--- config.mk ---
export PLATFORM = sky130hd
export DESIGN_NAME = dram_refresh_sched
export DESIGN_NICKNAME = d
export VERILOG_FILES = /design/src/rtl/dram_rfs_pkg.sv /design/src/rtl/rfs_init_ctrl.sv /design/src/rtl/rfs_debt.sv /design/src/rtl/rfs_seq.sv /design/src/rtl/rfs_row_ctr.sv /design/src/rtl/dram_refresh_sched.sv
export SDC_FILE = /design/constraint.sdc
export NUM_CORES = 1
export LEC_CHECK = 0
export BUFFER_PORTS_ARGS = -buffer_cell sky130_fd_sc_hd__buf_2
export CORE_UTILIZATION = 45
export CTS_BUF_LIST = sky130_fd_sc_hd__clkbuf_8
export CTS_CLUSTER_SIZE = 20
export DETAILED_ROUTE_END_ITERATION = 16
export SLEW_MARGIN = 10
export SYNTH_ARGS = -nofsm -noshare
export SYNTH_HDL_FRONTEND = slang
export SYNTH_HIERARCHICAL = 1
export SYNTH_SLANG_ARGS = --single-unit
--- constraint.sdc ---
create_clock -name clk -period 3 [get_ports clk]
set_clock_uncertainty 0.2 [all_clocks]
set_input_delay 0.3 -clock clk [delete_from_list [all_inputs] [get_ports clk]]
set_output_delay 0.3 -clock clk [all_outputs]
set_load 0.01 [all_outputs]
--- src/rtl/dram_rfs_pkg.sv ---
package dram_rfs_pkg;

  typedef enum logic [1:0] {
    SQ_IDLE  = 2'd0,
    SQ_LEAD  = 2'd1,
    SQ_ACT   = 2'd2,
    SQ_PRECH = 2'd3
  } seq_state_e;

  function automatic int unsigned max3(input int unsigned a, input int unsigned b,
                                       input int unsigned c);
    int unsigned m;
    m = (a > b) ? a : b;
    return (m > c) ? m : c;
  endfunction

endpackage

--- src/rtl/rfs_init_ctrl.sv ---
module rfs_init_ctrl #(
  parameter int unsigned INIT_CYC  = 25000,
  parameter int unsigned INIT_REFS = 8
) (
  input  logic clk,
  input  logic rst_n,
  input  logic cyc_done,
  output logic wait_done,
  output logic init_pend,
  output logic ready
);
  localparam int unsigned WW = $clog2(INIT_CYC + 1);
  localparam int unsigned IW = $clog2(INIT_REFS + 1);

  logic [WW-1:0] wait_cnt;
  logic [IW-1:0] init_cnt;

  assign wait_done = (wait_cnt == WW'(INIT_CYC));
  assign ready     = (init_cnt == IW'(INIT_REFS));
  assign init_pend = wait_done && !ready;

  always_ff @(posedge clk or negedge rst_n) begin
    if (!rst_n) begin
      wait_cnt <= '0;
    end else if (!wait_done) begin
      wait_cnt <= wait_cnt + 1'b1;
    end
  end

  always_ff @(posedge clk or negedge rst_n) begin
    if (!rst_n) begin
      init_cnt <= '0;
    end else if (cyc_done && !ready) begin
      init_cnt <= init_cnt + 1'b1;
    end
  end

  AST_READY_STICKY: assert property (@(posedge clk) disable iff (!rst_n)
    ready |=> ready);
  AST_NO_CYCLE_BEFORE_WAIT: assert property (@(posedge clk) disable iff (!rst_n)
    cyc_done |-> wait_done);

endmodule

--- src/rtl/rfs_debt.sv ---
module rfs_debt #(
  parameter int unsigned INTERVAL = 1950,
  parameter int unsigned DEBT_MAX = 8
) (
  input  logic clk,
  input  logic rst_n,
  input  logic ready,
  input  logic credit_used,
  output logic debt_pend
);
  localparam int unsigned TW = (INTERVAL > 1) ? $clog2(INTERVAL) : 1;
  localparam int unsigned DW = $clog2(DEBT_MAX + 1);

  logic [TW-1:0] tmr;
  logic          tick;
  logic [DW-1:0] debt, debt_nx;

  assign tick      = ready && (tmr == TW'(INTERVAL - 1));
  assign debt_pend = (debt != '0);

  always_ff @(posedge clk or negedge rst_n) begin
    if (!rst_n) begin
      tmr <= '0;
    end else if (ready) begin
      tmr <= tick ? '0 : tmr + 1'b1;
    end
  end

  always_comb begin
    debt_nx = debt;
    unique case ({tick, credit_used})
      2'b10: if (debt != DW'(DEBT_MAX)) debt_nx = debt + 1'b1;
      2'b01: if (debt != '0)            debt_nx = debt - 1'b1;
      default: debt_nx = debt;
    endcase
  end

  always_ff @(posedge clk or negedge rst_n) begin
    if (!rst_n) debt <= '0;
    else        debt <= debt_nx;
  end

  AST_DEBT_CAP: assert property (@(posedge clk) disable iff (!rst_n)
    debt <= DW'(DEBT_MAX));
  AST_CREDIT_BACKED: assert property (@(posedge clk) disable iff (!rst_n)
    credit_used |-> debt_pend);
  AST_NO_CREDIT_EARLY: assert property (@(posedge clk) disable iff (!rst_n)
    !ready |-> !debt_pend);

endmodule

--- src/rtl/rfs_seq.sv ---
module rfs_seq
  import dram_rfs_pkg::*;
#(
  parameter int unsigned T_CSR = 1,
  parameter int unsigned T_RAS = 8,
  parameter int unsigned T_RP  = 5
) (
  input  logic clk,
  input  logic rst_n,
  input  logic start,
  input  logic mode_ro,
  output logic busy,
  output logic done,
  output logic mode_q,
  output logic ras_n,
  output logic cas_n
);
  localparam int unsigned LMAX = max3(T_CSR, T_RAS, T_RP);
  localparam int unsigned CW   = $clog2(LMAX + 1);

  seq_state_e    st;
  logic [CW-1:0] cnt;
  logic          last;

  assign last  = (cnt == '0);
  assign busy  = (st != SQ_IDLE);
  assign done  = (st == SQ_PRECH) && last;
  assign ras_n = (st != SQ_ACT);
  assign cas_n = !((st == SQ_LEAD) || ((st == SQ_ACT) && !mode_q));

  always_ff @(posedge clk or negedge rst_n) begin
    if (!rst_n) begin
      st     <= SQ_IDLE;
      cnt    <= '0;
      mode_q <= 1'b0;
    end else begin
      unique case (st)
        SQ_IDLE: if (start) begin
          mode_q <= mode_ro;
          if (mode_ro) begin
            st  <= SQ_ACT;
            cnt <= CW'(T_RAS - 1);
          end else begin
            st  <= SQ_LEAD;
            cnt <= CW'(T_CSR - 1);
          end
        end
        SQ_LEAD: if (last) begin
          st  <= SQ_ACT;
          cnt <= CW'(T_RAS - 1);
        end else cnt <= cnt - 1'b1;
        SQ_ACT: if (last) begin
          st  <= SQ_PRECH;
          cnt <= CW'(T_RP - 1);
        end else cnt <= cnt - 1'b1;
        SQ_PRECH: if (last) begin
          st <= SQ_IDLE;
        end else cnt <= cnt - 1'b1;
        default: st <= SQ_IDLE;
      endcase
    end
  end

  AST_CAS_LEADS_RAS: assert property (@(posedge clk) disable iff (!rst_n)
    ($fell(ras_n) && !mode_q) |-> (!cas_n && $past(!cas_n)));
  AST_RO_CAS_HIGH: assert property (@(posedge clk) disable iff (!rst_n)
    (!ras_n && mode_q) |-> cas_n);
  AST_MODE_LATCHED: assert property (@(posedge clk) disable iff (!rst_n)
    (busy && $past(busy)) |-> $stable(mode_q));

endmodule

--- src/rtl/rfs_row_ctr.sv ---
module rfs_row_ctr #(
  parameter int unsigned ROW_W = 10
) (
  input  logic             clk,
  input  logic             rst_n,
  input  logic             step,
  output logic [ROW_W-1:0] row
);
  always_ff @(posedge clk or negedge rst_n) begin
    if (!rst_n)    row <= '0;
    else if (step) row <= row + 1'b1;
  end
endmodule

--- src/rtl/dram_refresh_sched.sv ---
module dram_refresh_sched #(
  parameter int unsigned INIT_CYC  = 25000,
  parameter int unsigned INIT_REFS = 8,
  parameter int unsigned INTERVAL  = 1950,
  parameter int unsigned DEBT_MAX  = 8,
  parameter int unsigned ROW_W     = 10,
  parameter int unsigned T_CSR     = 1,
  parameter int unsigned T_RAS     = 8,
  parameter int unsigned T_RP      = 5
) (
  input  logic             clk,
  input  logic             rst_n,
  input  logic             ras_only,
  input  logic             ref_gnt,
  output logic             ref_req,
  output logic             ready,
  output logic             ras_n,
  output logic             cas_n,
  output logic             we_n,
  output logic [ROW_W-1:0] row_addr
);
  logic wait_done, init_pend, debt_pend;
  logic busy, done, mode_q, pending, start;

  assign pending = ready ? debt_pend : init_pend;
  assign start   = !busy && pending && ref_gnt;
  assign ref_req = busy || pending;
  assign we_n    = 1'b1;

  rfs_init_ctrl #(.INIT_CYC(INIT_CYC), .INIT_REFS(INIT_REFS)) u_init (
    .clk(clk), .rst_n(rst_n), .cyc_done(done),
    .wait_done(wait_done), .init_pend(init_pend), .ready(ready));

  rfs_debt #(.INTERVAL(INTERVAL), .DEBT_MAX(DEBT_MAX)) u_debt (
    .clk(clk), .rst_n(rst_n), .ready(ready), .credit_used(done && ready),
    .debt_pend(debt_pend));

  rfs_seq #(.T_CSR(T_CSR), .T_RAS(T_RAS), .T_RP(T_RP)) u_seq (
    .clk(clk), .rst_n(rst_n), .start(start), .mode_ro(ras_only),
    .busy(busy), .done(done), .mode_q(mode_q), .ras_n(ras_n), .cas_n(cas_n));

  rfs_row_ctr #(.ROW_W(ROW_W)) u_row (
    .clk(clk), .rst_n(rst_n), .step(done && mode_q), .row(row_addr));

  AST_START_GRANTED: assert property (@(posedge clk) disable iff (!rst_n)
    (busy && !$past(busy)) |-> $past(ref_gnt));
  AST_REQ_HELD: assert property (@(posedge clk) disable iff (!rst_n)
    busy |-> ref_req);
  AST_ROW_ON_RO_ONLY: assert property (@(posedge clk) disable iff (!rst_n)
    (row_addr != $past(row_addr)) |-> $past(done && mode_q));
  AST_QUIET_DURING_WAIT: assert property (@(posedge clk) disable iff (!rst_n)
    !wait_done |-> !ref_req);

endmodule

==> results.json, run 1 <==
{
  "hold_path_class": "input pin to flop",
  "end_kind": "flop",
  "area_delta_synth_final_pct": 14.8,
  "min_period_ns": 2.91,
  "crit_path_max_fanout": 6,
  "cp-start-kind": "flop",
  "io-pin-count": 19,
  "met3_length_um": 129,
  "dr.max_layer_used": "met4",
  "via_per_inst": 5.15,
  "fin_ws_ns": 0.0907,
  "nets": 314,
  "final_cell_mix": "dfrtp_1 (51), inv_1 (21), xor2_1 (21)",
  "clkTransAtPathRegs_ns": 0.10,
  "syn_nets": 279,
  "n_antenna_cell": 0,
  "rr_worst_depth": 8,
  "drcViolationCount": 0,
  "grt_pass1_wl_um": 8450,
  "drive_gt1_frac": 0.209,
  "initial_utilization": 0.464,
  "critPathLaunch": "u_init/wait_cnt[4]$_DFFE_PN0P_",
  "dp_hpwl_um": 3540,
  "hold_viol": 0,
  "cap_violations": 0,
  "coreArea_um2": 5920,
  "finalInstanceArea_um2": 3160,
  "finalCritPeriodShare": 0.970,
  "die_h_um": 80.2,
  "routed_wl_um": 4940,
  "synth_cells": 261,
  "reg2reg_slack_ns": 0.09,
  "hold_depth": 2,
  "grt_antenna_before_repair": 0,
  "overflow": 0,
  "clkLatencyLatePin_ns": 0.30,
  "vias": 1915,
  "setup_viol": 0,
  "num_rows": 28,
  "yosysWarnings": 6,
  "cts_max_level": 2,
  "cts_made_buffers": 5,
  "wl_met1_um": 2580,
  "dpl_cell_area_um2": 2990,
  "die-width_um": 80.2,
  "grt_max_degree": 25,
  "preCtsSetupSlack_ns": 0.0284,
  "synth_area_per_cell_um2": 10.5,
  "netlist_area_um2": 2750,
  "first_pass_iters": 5,
  "fill_cells": 542,
  "first_global_vias": 1852,
  "ir_drop_mv": 0.206,
  "status": "finished, final reports clean",
  "path_class": "flop to flop",
  "timing.rr.start": "u_init/wait_cnt[4]$_DFFE_PN0P_",
  "power_w": 0.00120,
  "endpoint": "u_seq/st[1]$_DFFE_PN0P_",
  "place.gp.congestion": 0.729,
  "io_buffer_count": 17,
  "cts_tree": "done",
  "slew_viol_final": 0,
  "ant_nets": 0,
  "cts.path.max_buffers": 2,
  "die-area_um2": 6420,
  "root_buffer": "clkbuf_8",
  "worstReg2RegEnd": "u_seq/st[1]$_DFFE_PN0P_",
  "max_freq_mhz": 344,
  "crit_required_ns": 2.99,
  "p_leak_nw": 1.52,
  "dr_wl_met2_um": 2160,
  "grt_usage": 0.168,
  "cp.arrival_ns": 2.90,
  "layout_commonest_cell": "dfrtp_1",
  "cts.sinks": 51,
  "wire_per_inst_um": 13.3,
  "drt_iter0_drc": 115,
  "powerDensity_nw_per_um2": 379
}
-- metrics by stage --
stage | instances | utilization | hold WS [ns] | TNS (ns)
final | 372 | 0.533 | 0.0509 | 0
after global routing | 372 | 0.533 | 0.0431 | -0.0390
after CTS | 369 | 0.526 | 0.0429 | 0
after detailed placement | 360 | 0.504 | 0.0214 | 0
after global placement | 360 | 0.504 | 0.0194 | 0
after floorplan | 261 | - | -0.196 | 0
-- critical path, stage by stage, from the launching register on --
cell      delay (ns)
dfrtp_1         0.42
or4b_4          0.53
or4_4           0.55
nor2_2          0.11
mux2i_1         0.10
nor3b_2         0.27
nand2b_4        0.21
o21ai_2         0.08
mux2_1          0.32
-- power breakdown --
| part | internal [W] | switching, W |
|---|---|---|
| sequential | 0.000687 | 0 |
| clock | 0.000251 | 0.000236 |
| combinational | 0.00000490 | 0.0000164 |
-- how the worst min path moves through the flow --
| stage | startpoint | slack [ns] | to |
|---|---|---|---|
| floorplan | rst_n | -0.20 | u_debt/debt[0]$_DFFE_PN0P_ |
| detailed placement | rst_n | 0.02 | u_row/row[9]$_DFFE_PN0P_ |
| global route | ras_only | 0.04 | u_seq/mode_q$_DFFE_PN0P_ |
| global placement | rst_n | 0.02 | u_row/row[9]$_DFFE_PN0P_ |
| finish | ras_only | 0.05 | u_seq/mode_q$_DFFE_PN0P_ |
| CTS | ras_only | 0.04 | u_seq/mode_q$_DFFE_PN0P_ |
-- final cells by class --
| cell class | instances | area (um2) | share of cell area |
|---|---|---|---|
| tap | 75 | 93.8 | 0.0297 |
| inverter | 23 | 86.3 | 0.0274 |
| clock buffer | 5 | 68.8 | 0.0218 |
| clock inverter | 3 | 46.3 | 0.0147 |
| sequential | 51 | 1280 | 0.404 |
| multi-input combinational | 184 | 1390 | 0.441 |
| timing repair buffer | 31 | 193 | 0.0611 |
-- metal layers --
metal  vias up  GRT usage
met4         0     0.0589
li1        970          -
met5         -          0
met2        30      0.263
met1       907      0.235
met3         8     0.0273
-- sequential cells by signal, indices dropped and copies added (netlist names) --
register	count
u_row/row	10
u_init/wait_cnt	15
u_seq/st	2
u_init/init_cnt	4
u_seq/cnt	4
u_debt/tmr	11
u_seq/mode_q	1
u_debt/debt	4
-- timing repair --
| action | CTS | global route |
|---|---|---|
| hold buffers | 1 | 0 |
| endpoints found under the setup margin | 0 | 4 |
| gates resized for setup | 0 | 6 |
| endpoints found under the hold margin | 13 | 0 |
| setup buffers | 0 | 3 |
Power figures use the tool's default switching activity.
==> run 2, diff against run 1 <==
- REMOVE_ABC_BUFFERS: not set -> 1
==> run 2 against run 1 <==
Against the previous run:
- power decreased by 9.1%
- register-to-register slack improved by 0.02 ns
- critical path depth unchanged
- clock power decreased by 22%
- largest power group unchanged
- combinational power decreased by 2%
==> results.json, run 2 (synthesized netlist as in run 1, its figures left out) <==
{
  "status": "finished, final reports clean",
  "layout_commonest_cell": "dfrtp_1",
  "reg_top3": "u_init/wait_cnt x15, u_debt/tmr x11, u_row/row x10",
  "worstReg2RegEnd": "u_seq/st[1]$_DFFE_PN0P_",
  "min_from": "ras_only",
  "regMostFlops": "u_init/wait_cnt",
  "grt_pass1_wl_um": 8640,
  "path_cells": "or4b_1, or4_4, nor2_1, mux2i_1, nor3b_2, nand2b_2, o21ai_1, mux2_1",
  "die-area_um2": 6420,
  "holdPathEnd": "u_seq/mode_q$_DFFE_PN0P_",
  "post-route-util": 0.522,
  "rr_worst_depth": 8,
  "fill_cells": 522,
  "dp_cells": 361,
  "drive_gt1_frac": 0.184,
  "power_w": 0.00109,
  "area_delta_synth_final_pct": 12.4,
  "first_global_vias": 1887,
  "final_cell_mix": "dfrtp_1 (51), inv_1 (22), nor2_1 (21), xor2_1 (21), buf_2 (17)",
  "clock_power_share": 0.349,
  "cts_max_level": 2,
  "cts_setup_buffers": 0,
  "hold_viol": 0,
  "slowest_delay_ns": 0.57,
  "power.internal_w": 0.000852,
  "die_h_um": 80.2,
  "first_pass_iters": 4,
  "path_delay_family": "simple AND/OR/NAND/NOR gates",
  "ant_nets": 0,
  "place.gp.congestion": 0.815,
  "dpl_cell_area_um2": 2990,
  "crit_buf_inv": 0,
  "largest_reg_flops": 15,
  "cp.arrival_ns": 2.88,
  "finalInstanceArea_um2": 3090,
  "grt_max_degree": 30,
  "grt_antenna_before_repair": 0,
  "via_per_inst": 5.31,
  "multiInputGateArea_um2": 1370,
  "hold_path_class": "input pin to flop",
  "io_buffer_count": 17,
  "wire_per_inst_um": 13.2,
  "sequentialPowerShare": 0.631,
  "ir_drop_mv": 0.185,
  "vias": 1958,
  "cp-start-kind": "flop",
  "cts_tree": "done",
  "drcViolationCount": 0,
  "worst_pin_slew_ns": 0.663,
  "die-width_um": 80.2,
  "n_antenna_cell": 0,
  "cts.sinks": 51,
  "p_sw_frac": 0.217,
  "overflow": 0,
  "root_buffer": "clkbuf_8",
  "powerDensity_nw_per_um2": 352,
  "coreArea_um2": 5920,
  "p_sw_w": 0.000236,
  "hold_depth": 2,
  "crit_path_max_fanout": 6,
  "cts.path.max_buffers": 2,
  "final_cells": 369,
  "initial_utilization": 0.464,
  "slew_headroom": 0.558,
  "setup_viol": 0,
  "dp_hpwl_um": 3480,
  "max_freq_mhz": 346,
  "cts_made_buffers": 5,
  "holdWs_ns": 0.0679,
  "nets": 312,
  "p_leak_nw": 1.50,
  "regArea_um2": 1280,
  "num_rows": 28,
  "grt_usage": 0.173,
  "end_kind": "flop",
  "min_period_ns": 2.89,
  "clkTransAtPathRegs_ns": 0.09,
  "io-pin-count": 19,
  "routed_wl_um": 4870,
  "path_class": "flop to flop",
  "cap_violations": 0,
  "p_comb_frac": 0.019,
  "clkLatencyLatePin_ns": 0.30,
  "crit_slowest_cell": "or4_4",
  "drt_iter0_drc": 114,
  "timing.rr.start": "u_init/wait_cnt[10]$_DFFE_PN0P_",
  "reg2reg_slack_ns": 0.11,
  "crit_required_ns": 2.99,
  "slew_viol_final": 0,
  "finalCritPeriodShare": 0.964
}
[run 2: layout make-up]
cell class	count	share of cell area
Clock buffer	5	0.0223
Clock inverter	2	0.00446
Inverter	23	0.0279
Multi-Input combinational cell	184	0.444
Sequential cell	51	0.413
Tap cell	75	0.0304
Timing Repair Buffer	29	0.0575
[run 2: how the worst max path moves through the flow]
stage	from	to	slack [ns]	cells past startpoint
after floorplan	u_init/init_cnt[0]$_DFFE_PN0P_	u_debt/debt[2]$_DFFE_PN0P_	0.009	12
after detailed placement	u_init/wait_cnt[10]$_DFFE_PN0P_	u_seq/st[1]$_DFFE_PN0P_	0.07	8
after global routing	u_init/wait_cnt[10]$_DFFE_PN0P_	u_seq/cnt[1]$_DFFE_PN0P_	-0.002	9
after CTS	u_init/wait_cnt[10]$_DFFE_PN0P_	u_seq/st[1]$_DFFE_PN0P_	0.05	8
final	u_init/wait_cnt[10]$_DFFE_PN0P_	u_seq/st[1]$_DFFE_PN0P_	0.11	8
after global placement	u_init/wait_cnt[10]$_DFFE_PN0P_	u_seq/st[1]$_DFFE_PN0P_	0.11	8
[run 2: power by group through the flow]
stage                      logic (W)  registers [W]  clock network, W
after floorplan           0.00000232       0.000701                 0
after global placement     0.0000214       0.000700                 0
after detailed placement   0.0000212       0.000700                 0
after CTS                  0.0000223       0.000687          0.000397
after global routing       0.0000252       0.000687          0.000431
final                      0.0000210       0.000687          0.000380
[run 2: routing by layer]
layer  routed length, um  GRT usage  up-vias
li1                    -          -      970
met4                  25     0.0429        0
met2                2130      0.267       37
met5                   0          0        -
met3                 129     0.0409        2
met1                2580      0.245      949
[run 2: timing repair]
action / CTS / global route
hold buffers: 1 / 0
endpoints found under the hold margin: 27 / 0
endpoints found under the setup margin: 0 / 2
resized for setup: 0 / 1
[run 2: metrics by stage]
step / TNS, ns / worst slack (ns)
after floorplan: 0 / 0.00937
after global placement: 0 / 0.107
after detailed placement: 0 / 0.0700
after CTS: 0 / 0.0535
after global routing: -0.00151 / -0.00151
final: 0 / 0.108
==> run 3, diff against run 2 <==
- ABC_AREA: not set -> 1
==> run 3 against run 2 <==
Against the previous run:
- via count up 24%
- area after synthesis increased by 14%
- hold slack got worse by 0.015 ns
- synthesized cell count up 52%
- non-clock buffer count fell by 10
- largest cell class unchanged
- largest power group unchanged
- highest routed layer unchanged
==> results.json, run 3 <==
{
  "fin_tns_setup_ns": 0,
  "first_pass_iters": 4,
  "hold_path_class": "input pin to flop",
  "rr_worst_depth": 18,
  "min_from": "ras_only",
  "vias": 2419,
  "die-width_um": 85.3,
  "cts.sinks": 51,
  "first_global_vias": 2348,
  "worst_pin_slew_ns": 0.646,
  "initial_utilization": 0.478,
  "num_rows": 29,
  "drcViolationCount": 0,
  "setup_viol": 0,
  "coreArea_um2": 6530,
  "nets": 439,
  "rsz0062_at_grt": "no",
  "largest_reg_flops": 15,
  "n_antenna_cell": 0,
  "slew_viol_final": 0,
  "cts_max_level": 2,
  "io_buffer_count": 17,
  "wire_per_inst_um": 10.9,
  "synth_cells": 396,
  "cts_setup_buffers": 0,
  "grt_max_degree": 52,
  "layout_commonest_cell": "nand2_1",
  "timing.rr.start": "u_init/init_cnt[0]$_DFFE_PN0P_",
  "drt_iter0_drc": 61,
  "status": "finished, final reports clean",
  "cap_violations": 0,
  "ant_nets": 0,
  "clkLatencyLatePin_ns": 0.30,
  "slew_headroom": 0.570,
  "regMostFlops": "u_init/wait_cnt",
  "final_cells": 499,
  "die-area_um2": 7270,
  "cts_made_buffers": 5,
  "ir_drop_mv": 0.223,
  "grt_usage": 0.172,
  "final_cell_mix": "nand2_1 (89), inv_1 (66), dfrtp_1 (51)",
  "cp-start-kind": "flop",
  "p_leak_nw": 1.70,
  "end_kind": "flop",
  "ctsResizeCount": 0,
  "max_freq_mhz": 394,
  "io-pin-count": 19,
  "crit_required_ns": 3.03,
  "dp_cells": 490,
  "root_buffer": "clkbuf_8",
  "worstReg2RegEnd": "u_debt/debt[2]$_DFFE_PN0P_",
  "overflow": 0,
  "cts.path.max_buffers": 2,
  "via_per_inst": 4.85,
  "dp_hpwl_um": 4130,
  "routed_wl_um": 5420,
  "cp.arrival_ns": 2.57,
  "reg_top3": "u_init/wait_cnt x15, u_debt/tmr x11, u_row/row x10",
  "min_period_ns": 2.54,
  "area_delta_synth_final_pct": 9.82,
  "hold_viol": 0,
  "netlist_area_um2": 3120,
  "reg2reg_slack_ns": 0.46,
  "place.gp.congestion": 0.874,
  "grt_pass1_wl_um": 10100,
  "hold_depth": 3,
  "holdPathEnd": "u_seq/mode_q$_DFFE_PN0P_",
  "drive_gt1_frac": 0.159,
  "grt_antenna_before_repair": 0,
  "finalCritPeriodShare": 0.847,
  "synth_area_per_cell_um2": 7.88,
  "path_class": "flop to flop",
  "powerDensity_nw_per_um2": 349,
  "yosysWarnings": 6,
  "cts_tree": "done",
  "clkTransAtPathRegs_ns": 0.09,
  "crit_path_max_fanout": 11,
  "die_h_um": 85.3,
  "cts_hold_buffers": 1
}
## run 3: worst max-delay path: stages (launching register included)
cell	delay, ns
dfrtp_1	0.40
inv_1	0.10
ha_1	0.15
nand2_1	0.05
inv_1	0.05
nand2_1	0.05
inv_1	0.26
inv_2	0.11
nor2_4	0.14
nand3_4	0.14
nand2_4	0.12
nand2_2	0.05
nand2_1	0.07
inv_2	0.05
ha_1	0.16
inv_1	0.05
nand2_1	0.05
xor2_1	0.15
o21ai_1	0.12
## run 3: how the worst max path moves through the flow
stage | from | to | slack (ns) | depth (start not counted)
CTS | u_init/init_cnt[0]$_DFFE_PN0P_ | u_debt/debt[2]$_DFFE_PN0P_ | 0.45 | 18
global route | u_init/init_cnt[1]$_DFFE_PN0P_ | u_debt/debt[2]$_DFFE_PN0P_ | 0.18 | 18
detailed placement | u_init/init_cnt[0]$_DFFE_PN0P_ | u_debt/debt[2]$_DFFE_PN0P_ | 0.47 | 18
global placement | u_init/init_cnt[0]$_DFFE_PN0P_ | u_debt/debt[2]$_DFFE_PN0P_ | 0.54 | 18
finish | u_init/init_cnt[0]$_DFFE_PN0P_ | u_debt/debt[2]$_DFFE_PN0P_ | 0.46 | 18
floorplan | u_init/init_cnt[0]$_DFFE_PN0P_ | u_debt/debt[2]$_DFFE_PN0P_ | 0.62 | 18
## run 3: area by class of cell
class / instances / area (um2)
fill: 652 / 3100
multi-input combinational: 273 / 1560
sequential: 51 / 1280
inverter: 71 / 280
timing repair buffer: 19 / 103
tap: 77 / 96.3
clock buffer: 5 / 68.8
clock inverter: 3 / 46.3
## run 3: metrics by stage
stage	cell area, um2	total power, W	hold slack [ns]	setup slack [ns]	util
after global placement	3300	0.000723	0.260	0.543	0.506
after floorplan	3110	0.000705	-0.196	0.623	-
after global routing	3430	0.00126	0.0535	0.182	0.525
after CTS	3430	0.00123	0.0398	0.447	0.525
after detailed placement	3300	0.000723	0.265	0.472	0.506
final	3430	0.00120	0.0525	0.460	0.525
## run 3: report_power, final
| group | switching (W) | internal [W] | total [W] |
|---|---|---|---|
| combinational | 0.0000158 | 0.00000605 | 0.0000218 |
| sequential | 0 | 0.000687 | 0.000687 |
| clock | 0.000237 | 0.000251 | 0.000488 |
## run 3: metal layers
| layer | up-vias | part of all wire | wire length [um] | global-route usage |
|---|---|---|---|---|
| li1 | 1286 | - | - | - |
| met1 | 1113 | 0.50 | 2730 | 0.226 |
| met2 | 18 | 0.46 | 2510 | 0.291 |
| met3 | 2 | 0.027 | 145 | 0.0321 |
| met4 | 0 | 0.0061 | 33 | 0.0455 |
| met5 | - | 0 | 0 | 0 |
